## config.mk

```make
export PLATFORM = sky130hd
export DESIGN_NAME = sdp_datapath
export DESIGN_NICKNAME = d
export VERILOG_FILES = /design/src/rtl/sdp_pkg.sv /design/src/rtl/sdp_reg.sv /design/src/rtl/sdp_bus_mux.sv /design/src/rtl/sdp_alu.sv /design/src/rtl/sdp_datapath.sv
export SDC_FILE = /design/constraint.sdc
export NUM_CORES = 1
export LEC_CHECK = 0
export BUFFER_PORTS_ARGS = -buffer_cell sky130_fd_sc_hd__buf_4
export CORE_MARGIN = 4
export CORE_UTILIZATION = 61
export DETAILED_ROUTE_END_ITERATION = 8
export PLACE_DENSITY = 0.84
export SYNTH_ARGS = -nofsm -noshare
export SYNTH_HDL_FRONTEND = slang
export SYNTH_SLANG_ARGS = --single-unit
```

## constraint.sdc

```tcl
create_clock -name clk_i -period 6.3 [get_ports clk_i]
set_input_delay 0.315 -clock clk_i [delete_from_list [all_inputs] [get_ports clk_i]]
set_output_delay 0.315 -clock clk_i [all_outputs]
set_load 0.1 [all_outputs]
```

## src/rtl/sdp_pkg.sv

```systemverilog
package sdp_pkg;
  localparam int unsigned NSRC = 5;
  typedef enum logic [2:0] {
    SRC_ACC = 3'd0,
    SRC_RES = 3'd1,
    SRC_PC  = 3'd2,
    SRC_IR  = 3'd3,
    SRC_MDR = 3'd4
  } src_e;
endpackage

```

## src/rtl/sdp_reg.sv

```systemverilog
module sdp_reg #(
  parameter int unsigned W = 8
) (
  input  logic         clk_i,
  input  logic         rst_ni,
  input  logic         ld_i,
  input  logic [W-1:0] d_i,
  output logic [W-1:0] q_o
);
  always_ff @(posedge clk_i or negedge rst_ni) begin
    if (!rst_ni)   q_o <= '0;
    else if (ld_i) q_o <= d_i;
  end

  AST_REG_HOLD: assert property (@(posedge clk_i) disable iff (!rst_ni)
    !ld_i |=> $stable(q_o));
  AST_REG_CAPTURE: assert property (@(posedge clk_i) disable iff (!rst_ni)
    ld_i |=> q_o == $past(d_i));
endmodule

```

## src/rtl/sdp_bus_mux.sv

```systemverilog
module sdp_bus_mux
  import sdp_pkg::*;
#(
  parameter int unsigned W = 8
) (
  input  logic                    clk_i,
  input  logic                    rst_ni,
  input  logic [NSRC-1:0]         sel_i,
  input  logic [NSRC-1:0][W-1:0]  src_i,
  output logic [W-1:0]            bus_o
);
  logic [NSRC-1:0][W-1:0] term;

  // AND-OR bus: an idle bus resolves to zero
  for (genvar g = 0; g < NSRC; g++) begin : g_term
    assign term[g] = src_i[g] & {W{sel_i[g]}};
  end

  always_comb begin
    bus_o = '0;
    for (int i = 0; i < NSRC; i++) bus_o |= term[i];
  end

  AST_ONE_DRIVER: assert property (@(posedge clk_i) disable iff (!rst_ni)
    $onehot0(sel_i));
endmodule

```

## src/rtl/sdp_alu.sv

```systemverilog
module sdp_alu #(
  parameter int unsigned W = 8
) (
  input  logic [W-1:0] a_i,
  input  logic [W-1:0] b_i,
  input  logic         pass_b_i,
  input  logic         sub_i,
  input  logic         carry_i,
  output logic [W-1:0] y_o
);
  logic [W-1:0] a_op, b_op;

  always_comb begin
    a_op = pass_b_i ? '0 : a_i;
    b_op = sub_i ? ~b_i : b_i;
    y_o  = a_op + b_op + {{(W-1){1'b0}}, carry_i};
  end
endmodule

```

## src/rtl/sdp_datapath.sv

```systemverilog
module sdp_datapath
  import sdp_pkg::*;
#(
  parameter int unsigned W   = 8,
  parameter int unsigned OPW = 2
) (
  input  logic           clk_i,
  input  logic           rst_ni,
  input  logic           acc_drive_i,
  input  logic           acc_load_i,
  input  logic           res_drive_i,
  input  logic           res_load_i,
  input  logic           pc_drive_i,
  input  logic           pc_load_i,
  input  logic           ir_drive_i,
  input  logic           ir_load_i,
  input  logic           mdr_drive_i,
  input  logic           mar_load_i,
  input  logic           carry_i,
  input  logic           sub_i,
  input  logic           pass_b_i,
  input  logic [W-1:0]   mem_rd_data_i,
  input  logic           mem_rd_valid_i,
  output logic [OPW-1:0] opcode_o,
  output logic [W-1:0]   mem_addr_o
);
  logic [W-1:0] bus, alu_y, acc_q, res_q, pc_q, ir_q, mdr_q, mar_q;
  logic [NSRC-1:0] drv;
  logic [NSRC-1:0][W-1:0] srcs;

  always_comb begin
    drv[SRC_ACC] = acc_drive_i;
    drv[SRC_RES] = res_drive_i;
    drv[SRC_PC]  = pc_drive_i;
    drv[SRC_IR]  = ir_drive_i;
    drv[SRC_MDR] = mdr_drive_i;
    srcs[SRC_ACC] = acc_q;
    srcs[SRC_RES] = res_q;
    srcs[SRC_PC]  = pc_q;
    srcs[SRC_IR]  = ir_q;
    srcs[SRC_MDR] = mdr_q;
  end

  sdp_bus_mux #(.W(W)) u_bus (
    .clk_i(clk_i), .rst_ni(rst_ni), .sel_i(drv), .src_i(srcs), .bus_o(bus)
  );

  sdp_alu #(.W(W)) u_alu (
    .a_i(acc_q), .b_i(bus), .pass_b_i(pass_b_i), .sub_i(sub_i),
    .carry_i(carry_i), .y_o(alu_y)
  );

  sdp_reg #(.W(W)) u_acc (.clk_i(clk_i), .rst_ni(rst_ni), .ld_i(acc_load_i), .d_i(bus),   .q_o(acc_q));
  sdp_reg #(.W(W)) u_res (.clk_i(clk_i), .rst_ni(rst_ni), .ld_i(res_load_i), .d_i(alu_y), .q_o(res_q));
  sdp_reg #(.W(W)) u_pc  (.clk_i(clk_i), .rst_ni(rst_ni), .ld_i(pc_load_i),  .d_i(bus),   .q_o(pc_q));
  sdp_reg #(.W(W)) u_ir  (.clk_i(clk_i), .rst_ni(rst_ni), .ld_i(ir_load_i),  .d_i(bus),   .q_o(ir_q));
  sdp_reg #(.W(W)) u_mar (.clk_i(clk_i), .rst_ni(rst_ni), .ld_i(mar_load_i), .d_i(bus),   .q_o(mar_q));
  sdp_reg #(.W(W)) u_mdr (.clk_i(clk_i), .rst_ni(rst_ni), .ld_i(mem_rd_valid_i),
                          .d_i(mem_rd_data_i), .q_o(mdr_q));

  assign opcode_o   = ir_q[W-1 -: OPW];
  assign mem_addr_o = mar_q;

  AST_PASS_COPY: assert property (@(posedge clk_i) disable iff (!rst_ni)
    (res_load_i && pass_b_i && !carry_i && !sub_i) |=> res_q == $past(bus));
  AST_MAR_TRACK: assert property (@(posedge clk_i) disable iff (!rst_ni)
    mar_load_i |=> mem_addr_o == $past(bus));
  AST_OPCODE_HOLD: assert property (@(posedge clk_i) disable iff (!rst_ni)
    !ir_load_i |=> $stable(opcode_o));
  AST_MDR_CAPTURE: assert property (@(posedge clk_i) disable iff (!rst_ni)
    mem_rd_valid_i |=> mdr_q == $past(mem_rd_data_i));
endmodule

```

# Word level (Yosys, flattened, before mapping)
# Cells that the tools add are included.
# op_classes
muxes,2
n_mul,0
n_reduce_logical,0
n_lt_le_gt_ge,0
shifts,0
n_eq_ne,0
bitwise_logic,10
n_div,0
add_sub_neg,2
# op_table
cell,count
$and 8x8->8,5
$or 8x8->8,4
$mux 8,2
$add 8x1->8,1
$add 8x8->8,1
$not 8->8,1
# totals
rom_bits,0
n_memories,0
wordCells,20
latchBits,0
regBits,48
ramBits,0

# Logic depth before layout (Yosys ltp)
# logic_depth
depth_word,9
ltp_mapped,12
depth_no_buf,11

# Hierarchy
# Synthesis repeated with hierarchy kept, for this count alone.
# hier_totals
hier_cells,187
area_unflattened_um2,2616.3
# modules_own_cells
mod,cells_each,seq_area_each_um2,instances,area_per_inst_um2
sdp_reg,17,200.2,6,331.6
sdp_alu,57,0.0,1,440.4
sdp_bus_mux,28,0.0,1,186.4

# Worst setup path after synthesis
# OpenSTA, ideal clock, no wires.
# synth_path
path_kind,in2reg
start,in acc_drive_i
end,reg u_res.q_o[4]
path_stages,12
required_ps,6175
slack_ps,3365
arrival_time_ps,2811
cell_sequence,buf_6 a222oi_1 inv_1 a221oi_2 xor2_1 fa_1 fa_1 nor2b_1 o21ai_0 a21boi_0 nor2_1 mux2_2
# synth_via
elab_chain_len,9
# synth_rtl
item,line,rtl
start: declaration,sdp_datapath.sv:9,"input logic acc_drive_i,"
$and 8x8->8 *,sdp_bus_mux.sv:16,assign term[g] = src_i[g] & {W{sel_i[g]}};
$or 8x8->8 * (4 in a row),sdp_bus_mux.sv:21,for (int i = 0; i < NSRC; i++) bus_o |= term[i];
$not 8->8,sdp_alu.sv:15,b_op = sub_i ? ~b_i : b_i;
$mux 8 *,sdp_alu.sv:15,
$add 8x8->8 *,sdp_alu.sv:16,"y_o = a_op + b_op + {{(W-1){1'b0}}, carry_i};"
$add 8x1->8 *,sdp_alu.sv:16,
end signal: assignment,sdp_reg.sv:12,else if (ld_i) q_o <= d_i;
end: declaration,sdp_reg.sv:8,output logic [W-1:0] q_o
# Every way passes the cells marked *; elsewhere a longest branch is shown, timed or not.
# A chain may end at the register's enable or synchronous reset.

# Final worst setup path
# layout_path
start,reg u_acc.q_o[0]
end,reg u_res.q_o[4]
# layout_via
elab_chain_len,9
word_cells_on_any_way,10
classes_between,2 x add/sub; 2 x mux; 6 x bitwise
# layout_rtl
item,line
start: declaration,sdp_reg.sv:8
start signal: assignment,sdp_reg.sv:12
$and 8x8->8,sdp_bus_mux.sv:16
$or 8x8->8 (4 in a row),sdp_bus_mux.sv:21
$not 8->8,sdp_alu.sv:15
$mux 8,sdp_alu.sv:15
$add 8x8->8 *,sdp_alu.sv:16
$add 8x1->8 *,sdp_alu.sv:16
# Marked as above.

==> qor.yml <==
logic_synthesis:
  ys_seq_area_frac: 0.4888
  synth.largest_area_cell: "dfrtp_1"
  ys_warn_count: 0
  synth_cell_types: 36
  syn_area_per_cell_um2: 10.59
  async_flop_share: 1.000
  synth.top_cell.area_share: 0.4888
  synth_nets: 264
  syn_inst: 232
  synth.area.top_cells: "dfrtp_1 49%, a21oi_1 7.1%, nor2_1 5.8%"
  ys_seq_elements: 48
  synth_top_flop_cell: "dfrtp_1"
  netlist_top_cells_count: "48 x dfrtp_1, 38 x nor2_1, 35 x a21oi_1, 12 x inv_1, 12 x mux2_2"
  yosysMostFrequentCell: "dfrtp_1"
  synth_edf_count: 0
  mappedNetlistArea_mm2: 0.002457
cts:
  clock_latency_ns: 0.30
  post_cts_buffers: 0
  numCtsBuffers: 5
  clk_pin_slew_ns: 0.09
  h-tree-depth: 2
  ctsRootBufferMaster: "clkbuf_8"
  clock_path_buffers: 2
  cts-resized-gates: 0
  ctsHoldBuffers: 0
  clock-sinks: 48
  cts_tree: "built"
routing:
  drc: 0
  ant_nets: 0
  post_drt_wl_per_cell_um: 17.23
  drt_wl_total_um: 5202
  vias: 1804
  drtIter0Drc: 166
  viasPerCell: 5.974
  firstDrtPassIters: 4
die:
  die_x_um: 71.47
  io_pins: 34
  die_y_um: 71.47
  start_util: 0.6516
  row_count: 22
  core_mm2: 0.003771
  design.die.area_mm2: 0.005108
pwr:
  combPwrFrac: 0.288
  clockPowerShare: 0.235
  vdd_ir_drop_max_mv: 0.1710
  powerDensity_mw_per_mm2: 300.0
  seq_power_share: 0.477
  switchingPower_w: 0.0002830
  p_int_w: 0.0005402
  p_sw_frac: 0.3438
  p_leak_nw: 1.100
worst_setup_path:
  path_max_fanout: 5
  worstPathArrival_ns: 3.46
  reg2reg_to: "u_res.q_o[4]"
  crit_path_end_kind: "flip-flop"
  critPathRequiredTime_ns: 6.49
  reg2reg_slack_ns: 3.02
  critPathLaunchType: "flip-flop"
  worstReg2RegStart: "u_acc.q_o[0]"
  worstSetupPathType: "reg -> reg"
  reg2reg_depth: 11
finish:
  fillers: 285
  regArea_mm2: 0.001201
  fin_nets: 285
  area_growth_pct: 11.66
  multi_input_area_mm2: 0.001086
  final_cells: 302
  drive_gt1_frac: 0.2480
  diodes: 0
sta:
  drv_slew: 0
  setup_tns_ns: 0
  clock_skew_ns: 0.007085
  tightest_slew_ns: 0.5958
  fin_crit_ns: 3.275
  fin_crit_sh: 0.5199
  rsz0062_at_grt: "no"
  finalHoldWorstSlack_ns: 0.006638
  relSlewSlack: 0.6028
  hold_violations: 0
  fmaxAchievable_mhz: 305.3
  setup_violations: 0
global_routing:
  grt_max_degree: 49
  antenna_found_initial: 0
  grt_pass1_vias: 1769
  grt_overflow: 0
  grt_usage: 0.2178
  grt_pass1_wl_um: 8645
place:
  gp_congestion: 0.8886
  dp_hpwl_um: 3956
  place_inst: 294
  portBuffers: 33
run_status:
  status: "complete, no violations"
flow_run:
  cap_violations: 0
min_path:
  hp-class: "in -> async"
[cells in the final DEF, fill, tap and decap left out, drive strengths merged, types with 5 or more instances in the layout]
cell    instances
a21oi          35
a221oi          7
a222oi          8
buf            33
clkbuf          6
dfrtp          48
ha              6
inv            15
mux2           12
nand2b          5
nor2           38
nor2b           7
xnor2          11
[state kept, by name, summed over array words and instances, names as in the netlist]
name,count
u_ir.q_o,8
u_mar.q_o,8
u_pc.q_o,8
u_acc.q_o,8
u_mdr.q_o,8
u_res.q_o,8
[how the worst max path moves through the flow]
stage                            start           end  cells past startpoint
after global placement     acc_drive_i  u_res.q_o[4]                     12
after global routing      u_acc.q_o[0]  u_res.q_o[4]                     11
final                     u_acc.q_o[0]  u_res.q_o[4]                     11
after CTS                 u_acc.q_o[0]  u_res.q_o[4]                     11
after floorplan            acc_drive_i  u_res.q_o[4]                     12
after detailed placement   acc_drive_i  u_res.q_o[4]                     12
[per-layer routing]
metal	GRT usage	routed length (um)	up-vias
met2	0.3612	2590	54
met3	0.05330	336	7
met5	0	0	-
met4	0.06054	52	0
li1	-	-	845
met1	0.2857	2223	898
[logic make-up after synthesis]
| family | synth area share |
|---|---|
| simple gates | 0.1115 |
| mux | 0.06314 |
| flops | 0.4888 |
| fa+ha+maj | 0.04684 |
| compound gates | 0.1711 |
| buf+inv | 0.06924 |
| xor+xnor | 0.04939 |
[metrics by stage]
stage	worst slack (ns)	cell area [um^2]	utilization	total power, W
2_1_floorplan	3.365	2457	-	0.0005712
3_3_place_gp	3.153	2648	0.7021	0.0006277
6_report	3.025	2744	0.7276	0.0008232
4_1_cts	3.073	2744	0.7276	0.0008247
3_5_place_dp	3.024	2648	0.7021	0.0006353
5_1_grt	2.791	2744	0.7276	0.0008663
[final cells by class]
class                   count  share of cell area
clock buffers               6             0.03010
clock inverters             2            0.005016
inverters                  14             0.01915
multi-input cells         151              0.3958
flip-flops and latches     48              0.4378
well taps                  48             0.02189
repair buffers             33             0.09029
[power by group through the flow]
stage | Clock (W) | Sequential [W] | Combinational (W)
floorplan | 0 | 0.000421 | 0.000150
global placement | 0 | 0.000396 | 0.000232
detailed placement | 0 | 0.000397 | 0.000238
CTS | 0.000194 | 0.000392 | 0.000239
global route | 0.000208 | 0.000398 | 0.000261
finish | 0.000193 | 0.000392 | 0.000237
[critical path, stage by stage, from the launching register on]
cell	delay [ns]
dfrtp_1	0.41
a222oi_1	0.35
inv_1	0.09
a221oi_2	0.42
xor2_1	0.16
fa_1	0.45
fa_1	0.42
nor2b_1	0.11
o21ai_0	0.10
a21boi_0	0.31
nor2_1	0.09
mux2_2	0.27
Power figures use the tool's default switching activity.
